[src/rtl/ctr_stream_pkg.sv]
package ctr_stream_pkg;
  localparam int unsigned CS_BLK_W = 128;
  typedef logic [CS_BLK_W-1:0] cs_blk_t;
endpackage

[src/rtl/cs_seg_inc.sv]
// Segmented +1: each segment adds the carry rippled from the one below.
module cs_seg_inc #(
  parameter int unsigned W     = 128,
  parameter int unsigned SEG_W = 64
) (
  input  logic [W-1:0] val_i,
  input  logic         inc_i,
  output logic [W-1:0] sum_o
);
  localparam int unsigned NSEG = W / SEG_W;

  logic [NSEG-1:0] carry;

  assign carry[0] = inc_i;

  generate
    for (genvar g = 0; g < NSEG; g++) begin : g_seg
      assign sum_o[g*SEG_W +: SEG_W] =
        val_i[g*SEG_W +: SEG_W] + {{(SEG_W-1){1'b0}}, carry[g]};
      if (g < NSEG - 1) begin : g_carry
        assign carry[g+1] = carry[g] & (&val_i[g*SEG_W +: SEG_W]);
      end
    end
  endgenerate
endmodule

[src/rtl/cs_data_fifo.sv]
// In-order store for data blocks waiting on their cipher response.
module cs_data_fifo #(
  parameter int unsigned W     = 128,
  parameter int unsigned DEPTH = 4,
  localparam int unsigned PTR_W = (DEPTH > 1) ? $clog2(DEPTH) : 1,
  localparam int unsigned CNT_W = $clog2(DEPTH + 1)
) (
  input  logic             clk,
  input  logic             rst_n,
  input  logic             push_i,
  input  logic [W-1:0]     din_i,
  input  logic             pop_i,
  output logic [W-1:0]     dout_o,
  output logic             full_o,
  output logic [CNT_W-1:0] count_o
);
  logic [W-1:0]     mem_q [DEPTH];
  logic [PTR_W-1:0] wr_q, wr_d, rd_q, rd_d;
  logic [CNT_W-1:0] cnt_q, cnt_d;

  always_comb begin
    wr_d  = wr_q;
    rd_d  = rd_q;
    cnt_d = cnt_q;
    if (push_i) begin
      wr_d = (wr_q == PTR_W'(DEPTH - 1)) ? '0 : wr_q + PTR_W'(1);
    end
    if (pop_i) begin
      rd_d = (rd_q == PTR_W'(DEPTH - 1)) ? '0 : rd_q + PTR_W'(1);
    end
    if (push_i && !pop_i) begin
      cnt_d = cnt_q + CNT_W'(1);
    end else if (!push_i && pop_i) begin
      cnt_d = cnt_q - CNT_W'(1);
    end
  end

  always_ff @(posedge clk or negedge rst_n) begin
    if (!rst_n) begin
      wr_q  <= '0;
      rd_q  <= '0;
      cnt_q <= '0;
    end else begin
      wr_q  <= wr_d;
      rd_q  <= rd_d;
      cnt_q <= cnt_d;
    end
  end

  always_ff @(posedge clk) begin
    if (push_i) begin
      mem_q[wr_q] <= din_i;
    end
  end

  assign dout_o  = mem_q[rd_q];
  assign full_o  = (cnt_q == CNT_W'(DEPTH));
  assign count_o = cnt_q;
endmodule

[src/rtl/cs_ctr_unit.sv]
// Counter register with a held load that is applied once the pipe is empty.
module cs_ctr_unit #(
  parameter int unsigned W     = 128,
  parameter int unsigned SEG_W = 64
) (
  input  logic         clk,
  input  logic         rst_n,
  input  logic         adv_i,
  input  logic         ld_fire_i,
  input  logic [W-1:0] ld_val_i,
  input  logic         drained_i,
  output logic [W-1:0] ctr_o,
  output logic         pend_o
);
  logic [W-1:0] ctr_q, ctr_d, ctr_inc;
  logic [W-1:0] hold_q, hold_d;
  logic         pend_q, pend_d;
  logic         apply;

  cs_seg_inc #(.W(W), .SEG_W(SEG_W)) u_inc (
    .val_i (ctr_q),
    .inc_i (1'b1),
    .sum_o (ctr_inc)
  );

  assign apply = pend_q && drained_i;

  always_comb begin
    ctr_d  = ctr_q;
    hold_d = hold_q;
    pend_d = pend_q;
    if (apply) begin
      ctr_d  = hold_q;
      pend_d = 1'b0;
    end else if (adv_i) begin
      ctr_d = ctr_inc;
    end
    if (ld_fire_i) begin
      hold_d = ld_val_i;
      pend_d = 1'b1;
    end
  end

  always_ff @(posedge clk or negedge rst_n) begin
    if (!rst_n) begin
      ctr_q  <= '0;
      hold_q <= '0;
      pend_q <= 1'b0;
    end else begin
      ctr_q  <= ctr_d;
      hold_q <= hold_d;
      pend_q <= pend_d;
    end
  end

  assign ctr_o  = ctr_q;
  assign pend_o = pend_q;
endmodule

[src/rtl/ctr_stream_xor.sv]
module ctr_stream_xor
  import ctr_stream_pkg::*;
#(
  parameter int unsigned FIFO_DEPTH = 4,
  parameter int unsigned SEG_W      = 64
) (
  input  logic    clk,
  input  logic    rst_n,
  input  logic    load_valid,
  output logic    load_ready,
  input  cs_blk_t load_ctr,
  input  logic    in_valid,
  output logic    in_ready,
  input  cs_blk_t in_data,
  output logic    out_valid,
  input  logic    out_ready,
  output cs_blk_t out_data,
  output logic    ciph_req_valid,
  input  logic    ciph_req_ready,
  output cs_blk_t ciph_req_blk,
  input  logic    ciph_rsp_valid,
  output logic    ciph_rsp_ready,
  input  cs_blk_t ciph_rsp_blk
);
  localparam int unsigned BLK_W = CS_BLK_W;
  localparam int unsigned CNT_W = $clog2(FIFO_DEPTH + 1);

  logic             fifo_full;
  logic [CNT_W-1:0] fifo_cnt;
  cs_blk_t          fifo_head;
  logic             pend;
  logic             take_ok;
  logic             in_fire;
  logic             rsp_fire;
  logic             ld_fire;
  cs_blk_t          ctr;

  assign take_ok        = !fifo_full && !pend;
  assign ciph_req_valid = in_valid && take_ok;
  assign in_ready       = ciph_req_ready && take_ok;
  assign in_fire        = in_valid && in_ready;
  assign ciph_req_blk   = ctr;

  assign out_valid      = ciph_rsp_valid;
  assign ciph_rsp_ready = out_ready;
  assign rsp_fire       = ciph_rsp_valid && out_ready;
  assign out_data       = ciph_rsp_blk ^ fifo_head;

  assign load_ready     = !pend;
  assign ld_fire        = load_valid && !pend;

  cs_ctr_unit #(.W(BLK_W), .SEG_W(SEG_W)) u_ctr (
    .clk       (clk),
    .rst_n     (rst_n),
    .adv_i     (in_fire),
    .ld_fire_i (ld_fire),
    .ld_val_i  (load_ctr),
    .drained_i (fifo_cnt == '0),
    .ctr_o     (ctr),
    .pend_o    (pend)
  );

  cs_data_fifo #(.W(BLK_W), .DEPTH(FIFO_DEPTH)) u_fifo (
    .clk     (clk),
    .rst_n   (rst_n),
    .push_i  (in_fire),
    .din_i   (in_data),
    .pop_i   (rsp_fire),
    .dout_o  (fifo_head),
    .full_o  (fifo_full),
    .count_o (fifo_cnt)
  );
endmodule

[config.mk]
export PLATFORM = sky130hd
export DESIGN_NAME = ctr_stream_xor
export DESIGN_NICKNAME = d
export VERILOG_FILES = /design/src/rtl/ctr_stream_pkg.sv /design/src/rtl/cs_seg_inc.sv /design/src/rtl/cs_data_fifo.sv /design/src/rtl/cs_ctr_unit.sv /design/src/rtl/ctr_stream_xor.sv
export SDC_FILE = /design/constraint.sdc
export NUM_CORES = 1
export LEC_CHECK = 0
export ABC_AREA = 1
export BUFFER_PORTS_ARGS = -buffer_cell sky130_fd_sc_hd__buf_2
export CAP_MARGIN = 20
export CELL_PAD_IN_SITES_DETAIL_PLACEMENT = 1
export CELL_PAD_IN_SITES_GLOBAL_PLACEMENT = 2
export CORE_MARGIN = 3
export CORE_UTILIZATION = 35
export CTS_CLUSTER_DIAMETER = 60
export DETAILED_ROUTE_END_ITERATION = 12
export PLACE_DENSITY = 0.79
export SYNTH_ARGS = -nofsm -noshare
export SYNTH_HDL_FRONTEND = slang
export SYNTH_SLANG_ARGS = --single-unit
[constraint.sdc]
create_clock -name clk -period 7.7 [get_ports clk]
set_input_delay 0.77 -clock clk [delete_from_list [all_inputs] [get_ports clk]]
set_output_delay 0.77 -clock clk [all_outputs]
set_load 0.02 [all_outputs]
* After elaboration in Yosys (flattened, before gate mapping)
Memory sizes are Yosys's and may differ from the RTL's.
Cells that the tools add are included.
W data, S select, Z words.
** Storage, ports and cells
- Register bits after elaboration :: 264
- Output and inout port bits :: 261
- Input bits :: 391
- Memories kept :: 1
- RAM bits :: 512
- Logic and storage cells :: 45
** Memories
- u_fifo.mem_q :: depth 4, width 128, read ports 1, clocked after memory_dff 0, write ports 1, line cs_data_fifo.sv:17 : logic [W-1:0] mem_q [DEPTH];
** Cells by class
- Equal/unequal tests :: 3
- Bitwise gates (word level) :: 1
- Reductions and logical operators :: 18
- Add/sub/neg operators :: 6
- Multiplexer cells :: 10
** Operator list (count)
- $mux W128 :: 2
- $xor A128 B128 Y128 :: 1
- $add A64 B1 Y64 :: 1
- $add A64 B1 Y64 const B :: 1
- $reduce_and A64 Y1 :: 1
- $logic_and A1 B1 Y1 :: 9
- $mux W3 :: 2
- $reduce_bool A2 Y1 :: 3
- $add A2 B1 Y2 const B :: 2
- $eq A2 B2 Y1 const B :: 2
- $logic_not A1 Y1 :: 4
- $mux W1 :: 4
- $mux W2 :: 2
- $add A3 B1 Y3 const B :: 1
- $eq A3 B3 Y1 const B :: 1
- $logic_not A3 Y1 :: 1
- $sub A3 B1 Y3 const B :: 1

* Logic depth before layout (Yosys ltp)
Gate-level depths: netlist (run 1).
- Word-level depth :: 9
- Gate-level depth with buffers :: 19

* By module
From an unflattened synthesis (run 1), not the netlist that was laid out.
** Unflattened totals
- Cell total of the unflattened synthesis :: 4127
- Area total of the unflattened synthesis :: 38054.0 µm²
** By module, submodules not included
- cs_data_fifo :: area each 20842.5 µm², seq. area each 15549.9 µm², times used 1, cells each 1544
- cs_ctr_unit :: area each 11805.1 µm², seq. area each 6431.2 µm², times used 1, cells each 1525
- cs_seg_inc :: area each 4220.3 µm², seq. area each 0.0 µm², times used 1, cells each 916
- ctr_stream_xor :: area each 1186.1 µm², seq. area each 0.0 µm², times used 1, cells each 142

* Least setup slack after synthesis (run 1)
OpenSTA, ideal clock, no wires.
- Path type :: input to register
- Start point :: input in_valid
- End point :: memory u_fifo.mem_q[0][0] (enable)
- Path buffers :: 1
- Data arrival time :: 6.673 ns
- Data required time :: 7.083 ns
- Library setup time :: 0.617 ns
- Cell stages on the path :: 5
- Slack :: 0.410 ns
- Cells stage by stage :: inv_1 > nor2_4 > nand2_4 > clkbuf_1 > nor2_1
** Between the ends
- Cells in the longest elaborated chain, start to end :: 3
** Ends and longest elaborated chain
- start, declared :: line ctr_stream_xor.sv:12 : input logic in_valid,
- $logic_and A1 B1 Y1 :: line ctr_stream_xor.sv:41 : assign in_fire = in_valid && in_ready;
- $mux W1 :: line cs_data_fifo.sv:51 : if (push_i) begin
- $mux W1 (not written as such) :: line cs_data_fifo.sv:52 : mem_q[wr_q] <= din_i;
- end, declared :: line cs_data_fifo.sv:17
No other way between the ends.

* Final worst setup path (run 1)
- Start point :: register u_fifo.rd_q[0]
- End point :: output out_data[42]
** Between the ends
- Cells in the longest elaborated chain, start to end :: 2
** Ends and longest elaborated chain
- start, declared :: line cs_data_fifo.sv:18 : logic [PTR_W-1:0] wr_q, wr_d, rd_q, rd_d;
- start signal, assigned :: line cs_data_fifo.sv:45 : rd_q <= rd_d;
- $mem_v2 Z4 W128
- $xor A128 B128 Y128 :: line ctr_stream_xor.sv:47 : assign out_data = ciph_rsp_blk ^ fifo_head;
- end, declared :: line ctr_stream_xor.sv:17 : output cs_blk_t out_data,
No other way between the ends.

==> summary.log, run 1 <==
[layout] final layout net count 4,369
[power] cell internal power dissipation 9640 uW
[run] number of maximum-capacitance violations 0
[synth] number of nets produced by synthesis 3,748
[timing] worst clock skew 24.5 ps
[cts] hold buffer count at cts 0
[critical_path] worst path bufs/invs 3
[timing] RSZ-0062 raised after global routing false
[power] fraction of power spent switching nets 39.2%
[cts] clock latency at the later pin of the worst-skew pair 670 ps
[synth] total number of yosys warnings 0
[critical_path] maximum fanout count along the critical path 101
[critical_path] cell type of the slowest stage on the worst timing path sky130_fd_sc_hd__dfrtp_4
[cts] H-tree level count 3
[critical_path] delay of the slowest critical-path stage 990 ps
[die] die footprint 104,000 sq um
[layout] number of filler instances in the final layout 11,220
[drt] DRC violation count after routing 0
[cts] CTS buffer count 91
[layout] Layout Utilization 43.0%
[cts] number of gates given a new drive strength after cts 0
[synth] async set-or-reset flop fraction in the synthesized netlist 34.0%
[global_routing] antenna violations before repair 29
[synth] Avg Synthesized Cell Area 10.5 sq um
[die] Cell Rows 115
[place] number of buffers inserted by port buffering 651
[synth] library cell with the largest summed area after synthesis sky130_fd_sc_hd__edfxtp_1
[synth] main area contributors after synthesis sky130_fd_sc_hd__edfxtp_1, sky130_fd_sc_hd__dfrtp_1, sky130_fd_sc_hd__nand2_1
[place] HPWL after DPL 78,700 um
[drt] Pre-antenna DRT Iters 5
[timing] total negative setup slack 0 ps
[global_routing] via count of the first global-routing pass 27,819
[cts] number of buffers on the longest clock path 3
[power] sum of internal, switching and leakage power 15,900 uW
[cts] clock slew at the register clock pins of the worst setup and hold paths 60 ps
[synth] sequential element share of the synthesized area 62.8%
[timing] final count of hold timing violations 0
[power] Psw 6220 uW
[drt] average wire per standard cell 21.3 um
[synth] prevailing post-synth register cell sky130_fd_sc_hd__edfxtp_1
[synth] synth cell count leaders sky130_fd_sc_hd__nand2_1, sky130_fd_sc_hd__nor2_1, sky130_fd_sc_hd__edfxtp_1, sky130_fd_sc_hd__o21ai_0, sky130_fd_sc_hd__dfrtp_1
[timing] transition time at the pin with the least slew margin 1140 ps
[power] combinational fraction of design power 34.1%
[synth] top cell type's share of synthesized area 43.9%
[critical_path] kind of start point of the critical path register
[critical_path] Critical Path RT 6930 ps
[critical_path] crit-path most repeated cell sky130_fd_sc_hd__buf_4
[cts] clock tree from TritonCTS yes
[place] DP Cell Count 5,162
[cts] CTS sink cnt 776
[global_routing] maximum number of pins on one net before global-route repair 175
[place] pre-CTS setup slack 3140 ps
[power] total power density per cell area 374 nW/um^2
[hold_path] type of the tightest min-delay check in -> async
[die] ports placed on the boundary 652
[global_routing] sum of overflow across all layers after global routing 0
[power] Static Leak 0.0169 uW
[layout] area growth from synthesis to layout 21.3%
[layout] non-filler instance count after layout 5,340
[outcome] status complete, no violations
[critical_path] worst-path cell chain buf_4, buf_4, o21ai_0, o22ai_1, xor2_1, buf_2
[synth] Syn Inst Count 3,347
[global_routing] GRT Resource Usage Total 21.5%
[die] Die Span X 322 um
[drt] average vias per placed instance 5.01
[cts] clock tree root driver cell sky130_fd_sc_hd__clkbuf_16
[drt] via count 26,739
[power] proportion of power drawn by the clock network 27.1%
[place] global placement routability congestion 0.842
[layout] share of post-route cells with drive strength above 1 24.3%
[synth] number of enable flip-flop cells after synthesis 512
[timing] Peak Freq 0.192 GHz
[critical_path] CP endpoint kind output port
[critical_path] endpoint arrival time on the critical path 4450 ps
[drt] sum of routed wire length over all layers 114,000 um
[drt] antenna viol nets, final 0
[synth] flops & latches, synth 776
[cts] total setup buffers inserted after CTS 0
[critical_path] type of the setup path with the least slack reg -> out
[drt] number of design-rule violations left by the first detailed-router iteration 1,746
[global_routing] first-pass GRT wire length 169,000 um
[power] IR Drop Worst-Case VDD 0.000199 V
[die] starting utilization of the core area 35.5%
[critical_path] Top delay family on crit path buffers and inverters
[timing] final period demand of the worst path 5220 ps
[timing] worst rel slew slack 24.2%
[power] sequential group share of total power 38.8%
[synth] most common cell in the netlist sky130_fd_sc_hd__nand2_1
[timing] number of endpoints failing setup at the final stage 0
[timing] worst setup slack after layout 2480 ps
[critical_path] Critical R2R Launch u_ctr.ctr_o[33]$_DFFE_PN0P_
[synth] total standard cell area after synthesis 35,000 sq um
[critical_path] CP startpoint u_fifo.rd_q[0]$_DFFE_PN0P_
[timing] final clock period utilization by the worst path 67.8%
[timing] final-report max-slew violation count 0
[die] standard cell core area 98,700 sq um
[synth] count of cell types in the netlist 36
[die] floorplan die height 322 um
## stage by stage
step | instance area, sq um | hold slack, ps
after floorplan | 35000 | 454
after global placement | 39400 | 473
after detailed placement | 39400 | 479
after CTS | 42400 | 182
after global routing | 42400 | 238
final | 42500 | 194
## area by class of cell
cell class | count | area [sq um] | area share, %
timing repair buffer | 670 | 3450 | 8.12
tap | 1287 | 1610 | 3.79
clock inverter | 42 | 508 | 1.20
inverter | 211 | 807 | 1.90
antenna | 14 | 35.0 | 0.0825
sequential | 776 | 22000 | 51.8
clock buffer | 122 | 2510 | 5.90
multi-input combinational | 2218 | 11600 | 27.2
## registers in the layout, indices dropped and copies added (netlist names)
| signal | count |
|---|---|
| u_fifo.count_o | 3 |
| u_ctr.hold_q | 128 |
| u_fifo.wr_q | 2 |
| u_fifo.rd_q | 2 |
| u_ctr.pend_o | 1 |
| u_fifo.mem_q | 512 |
| u_ctr.ctr_o | 128 |
## path summary, 6_finish.rpt
check | endpoint | slack (ps) | cells after the start
worst min register to register | u_ctr.ctr_o[91]$_DFFE_PN0P_ | 490 | 2
worst max-delay path | out_data[42] | 2480 | 6
max in group asynchronous | u_ctr.ctr_o[45]$_DFFE_PN0P_ | 6030 | 2
min in group clk | u_fifo.mem_q[1][117]$_DFFE_PP_ | 320 | 1
worst min-delay path | u_ctr.hold_q[89]$_DFFE_PN0P_ | 190 | 1
worst max register to register | u_ctr.ctr_o[94]$_DFFE_PN0P_ | 3630 | 16
## power groups by stage
stage | Sequential (uW) | Clock [uW] | Combinational [uW]
floorplan | 6240 | 0 | 3310
global placement | 6210 | 0 | 5360
detailed placement | 6230 | 0 | 5480
CTS | 6160 | 4420 | 5500
global route | 6270 | 4600 | 6000
finish | 6160 | 4300 | 5400
## cells by family after synthesis
logic type / share of synthesized area [%]
muxes: 3.41
and+or+nand+nor: 16.1
adders and majority gates: 0.379
buffers and inverters: 4.29
DFF: 62.8
AOI/OAI and AO/OA: 8.28
xor gates and xnor gates: 4.76
## layer usage
layer  routed length, um  track usage (%)  vias to the layer above
met5                 143                0                        -
li1                    -                -                    12616
met1               48900             27.5                    13191
met4                2680             6.59                       26
met2               53800             35.5                      740
met3                8480             6.04                      166
## layout by cell type, fill, tap and decap left out, drive strengths merged
| cell type | instances |
|---|---|
| o21ai | 340 |
| nand2 | 685 |
| xor2 | 168 |
| diode | 14 |
| bufinv | 7 |
| o221ai | 3 |
| clkinvlp | 2 |
| inv | 217 |
| nor2 | 547 |
| o21bai | 3 |
| mux2 | 106 |
| a21oi | 26 |
| o211ai | 14 |
| nor3 | 2 |
| dfrtp | 264 |
| nor4 | 2 |
| buf | 670 |
| edfxtp | 512 |
| xnor2 | 22 |
| clkbuf | 122 |
| ha | 9 |
| clkinv | 27 |
| nand4 | 12 |
| o22ai | 146 |
| nand3 | 129 |
| fa | 1 |
| and2 | 3 |
(Power assumes the default switching activity.)
==> inputs of run 2 (changes only) <==
==> constraint.sdc (replaced) <==
create_clock -name clk -period 5.1 [get_ports clk]
set_input_delay 0.51 -clock clk [delete_from_list [all_inputs] [get_ports clk]]
set_output_delay 0.51 -clock clk [all_outputs]
set_load 0.02 [all_outputs]
==> run 2 against run 1 <==
Against the previous run: non-clock buffer count up 13; register-to-register slack worse by 2300 ps; sequential share of layout area down 0.27 points; wire length grew 1.3%; largest power group unchanged; combinational power is 56% higher; count of clock-buffer cells in the layout is 6 lower.
==> summary.log, run 2 (synthesis gave the netlist of run 1 again) <==
[critical_path] kind of start point of the critical path register
[power] IR Drop Worst-Case VDD 0.000300 V [+51%]
[power] total power density per cell area 567 nW/um^2 [+52%]
[run] number of maximum-capacitance violations 0 [unchanged]
[timing] number of endpoints failing setup at the final stage 0 [unchanged]
[timing] worst setup slack after layout 1080 ps [-1400 ps]
[cts] H-tree level count 3 [unchanged]
[timing] final count of hold timing violations 0 [unchanged]
[drt] antenna viol nets, final 0 [unchanged]
[cts] clock slew at the register clock pins of the worst setup and hold paths 60 ps [about the same]
[place] global placement routability congestion 0.868 [+3.1%]
[power] Static Leak 0.0170 uW [+0.66%]
[die] Die Span X 322 um [unchanged]
[die] Cell Rows 115 [unchanged]
[critical_path] delay of the slowest critical-path stage 860 ps [-130 ps]
[outcome] status complete, no violations
[global_routing] sum of overflow across all layers after global routing 0 [unchanged]
[layout] Most flops, register u_fifo.mem_q
[critical_path] CP endpoint kind output port
[critical_path] cell type of the slowest stage on the worst timing path sky130_fd_sc_hd__dfrtp_4
[timing] final-report max-slew violation count 0 [unchanged]
[layout] share of post-route cells with drive strength above 1 24.6% [+0.29 points]
[layout] register cell area after layout 22,000 sq um [unchanged]
[global_routing] via count of the first global-routing pass 27,392 [-1.5%]
[drt] via count 26,776 [+0.14%]
[cts] CTS buffer count 93 [+2.2%]
[global_routing] antenna violations before repair 21 [-28%]
[cts] number of buffers on the longest clock path 3 [unchanged]
[timing] Post-Route Hold Slack 62.7 ps [-131 ps]
[place] DP Cell Count 5,171 [+0.17%]
[place] pre-CTS setup slack 1350 ps [-1790 ps]
[layout] area growth from synthesis to layout 22.0%
[layout] non-filler instance count after layout 5,363 [+0.43%]
[die] die footprint 104,000 sq um [unchanged]
[critical_path] worst-path cell chain buf_4, o21ai_0, o22ai_1, xor2_1, buf_2
[drt] average vias per placed instance 4.99 [-0.29%]
[layout] multi-input gate area in the final layout 11,600 sq um [unchanged]
[die] floorplan die height 322 um [unchanged]
[critical_path] maximum fanout count along the critical path 82 [-19%]
[timing] transition time at the pin with the least slew margin 1150 ps [+9.51 ps]
[layout] number of flip-flops under the largest register name 512 [unchanged]
[timing] worst rel slew slack 23.6% [-0.63 points]
[layout] highest-count cells in the layout ignoring fill and taps sky130_fd_sc_hd__nand2_1, sky130_fd_sc_hd__buf_2, sky130_fd_sc_hd__nor2_1, sky130_fd_sc_hd__edfxtp_1, sky130_fd_sc_hd__o21ai_0
[cts] clock tree root driver cell sky130_fd_sc_hd__clkbuf_16
[drt] DRC violation count after routing 0 [unchanged]
[timing] Peak Freq 0.249 GHz
[critical_path] Critical Path RT 4590 ps [-2340 ps]
[cts] clock tree from TritonCTS yes
[drt] average wire per standard cell 21.5 um [+0.89%]
[timing] final clock period utilization by the worst path 78.8%
[layout] final layout net count 4,384 [+0.34%]
[critical_path] endpoint arrival time on the critical path 3510 ps [-940 ps]
[layout] most common cell after layout, fill and taps aside sky130_fd_sc_hd__nand2_1
[layout] number of filler instances in the final layout 11,136 [-0.75%]
[place] HPWL after DPL 80,800 um [+2.6%]
[die] standard cell core area 98,700 sq um [unchanged]
[timing] RSZ-0062 raised after global routing false
[global_routing] first-pass GRT wire length 171,000 um [+0.82%]
[timing] worst clock skew 34.0 ps [+9.49 ps]
[cts] CTS sink cnt 776 [unchanged]
[drt] sum of routed wire length over all layers 116,000 um [+1.3%]
[drt] Pre-antenna DRT Iters 7 [+2]
[die] starting utilization of the core area 35.5% [unchanged]
[critical_path] type of the setup path with the least slack reg -> out
[drt] number of design-rule violations left by the first detailed-router iteration 1,745 [-0.057%]
[global_routing] maximum number of pins on one net before global-route repair 183 [+4.6%]
[hold_path] type of the tightest min-delay check in -> reg
[cts] clock latency at the later pin of the worst-skew pair 670 ps [about the same]
[place] number of buffers inserted by port buffering 651 [unchanged]
[timing] final period demand of the worst path 4020 ps
[die] ports placed on the boundary 652 [unchanged]
[global_routing] GRT Resource Usage Total 21.7% [+0.26 points]
==> run 2: critical path: cells and delay by family, from the launching register on <==
kind / cells / cell delay [ps]
flops: 1 / 860
compound gates: 2 / 550
buf+inv: 2 / 1070
xor+xnor: 1 / 310
==> run 2: routing by layer <==
metal,track usage [%],wire [um],vias up
li1,-,-,12645
met2,36.1,54600,730
met3,5.84,8310,128
met1,28.2,50000,13257
met5,0,89,-
met4,5.84,2480,16
==> run 2: timing repair <==
item                                   in CTS  in global routing
hold buffers                                4                  0
buffers inserted                            0                  0
resized for setup                           0                  0
endpoints found under the hold margin      97                  0
==> run 2: metrics by stage <==
stage	TNS, ps	total power, uW	instance area [sq um]	util (%)
after floorplan	-1001050	14400	35000	-
after global placement	0	17700	39500	40.1
after detailed placement	0	17900	39500	40.1
after CTS	0	24500	42600	43.2
after global routing	0	25700	42600	43.2
final	0	24200	42700	43.2
==> run 2: path summary, 6_finish.rpt <==
path,startpoint,to,slack (ps),depth (start not counted)
worst max-delay path,u_fifo.rd_q[1]$_DFFE_PN0P_,out_data[26],1080,5
worst min-delay path,load_ctr[122],u_ctr.hold_q[122]$_DFFE_PN0P_,60,2
min in group asynchronous,rst_n,u_ctr.ctr_o[92]$_DFFE_PN0P_,460,2
worst min register to register,u_ctr.hold_q[86]$_DFFE_PN0P_,u_ctr.ctr_o[86]$_DFFE_PN0P_,490,2
max in group asynchronous,rst_n,u_ctr.ctr_o[59]$_DFFE_PN0P_,3260,3
worst max register to register,u_ctr.ctr_o[1]$_DFFE_PN0P_,u_ctr.ctr_o[126]$_DFFE_PN0P_,1350,18
==> run 2: final cells by class <==
cell class	count	share of cell area [%]
clock buffer	116	5.87
timing repair buffer	683	8.51
clock inverter	57	1.28
antenna	15	0.0879
sequential	776	51.5
inverter	211	1.89
tap	1287	3.77
multi-input combinational	2218	27.1
==> run 2: where the power goes <==
| group | internal (uW) | switching (uW) |
|---|---|---|
| Clock | 3870 | 2700 |
| Combinational | 2790 | 5620 |
| Sequential | 7970 | 1270 |
| Total | 14600 | 9590 |
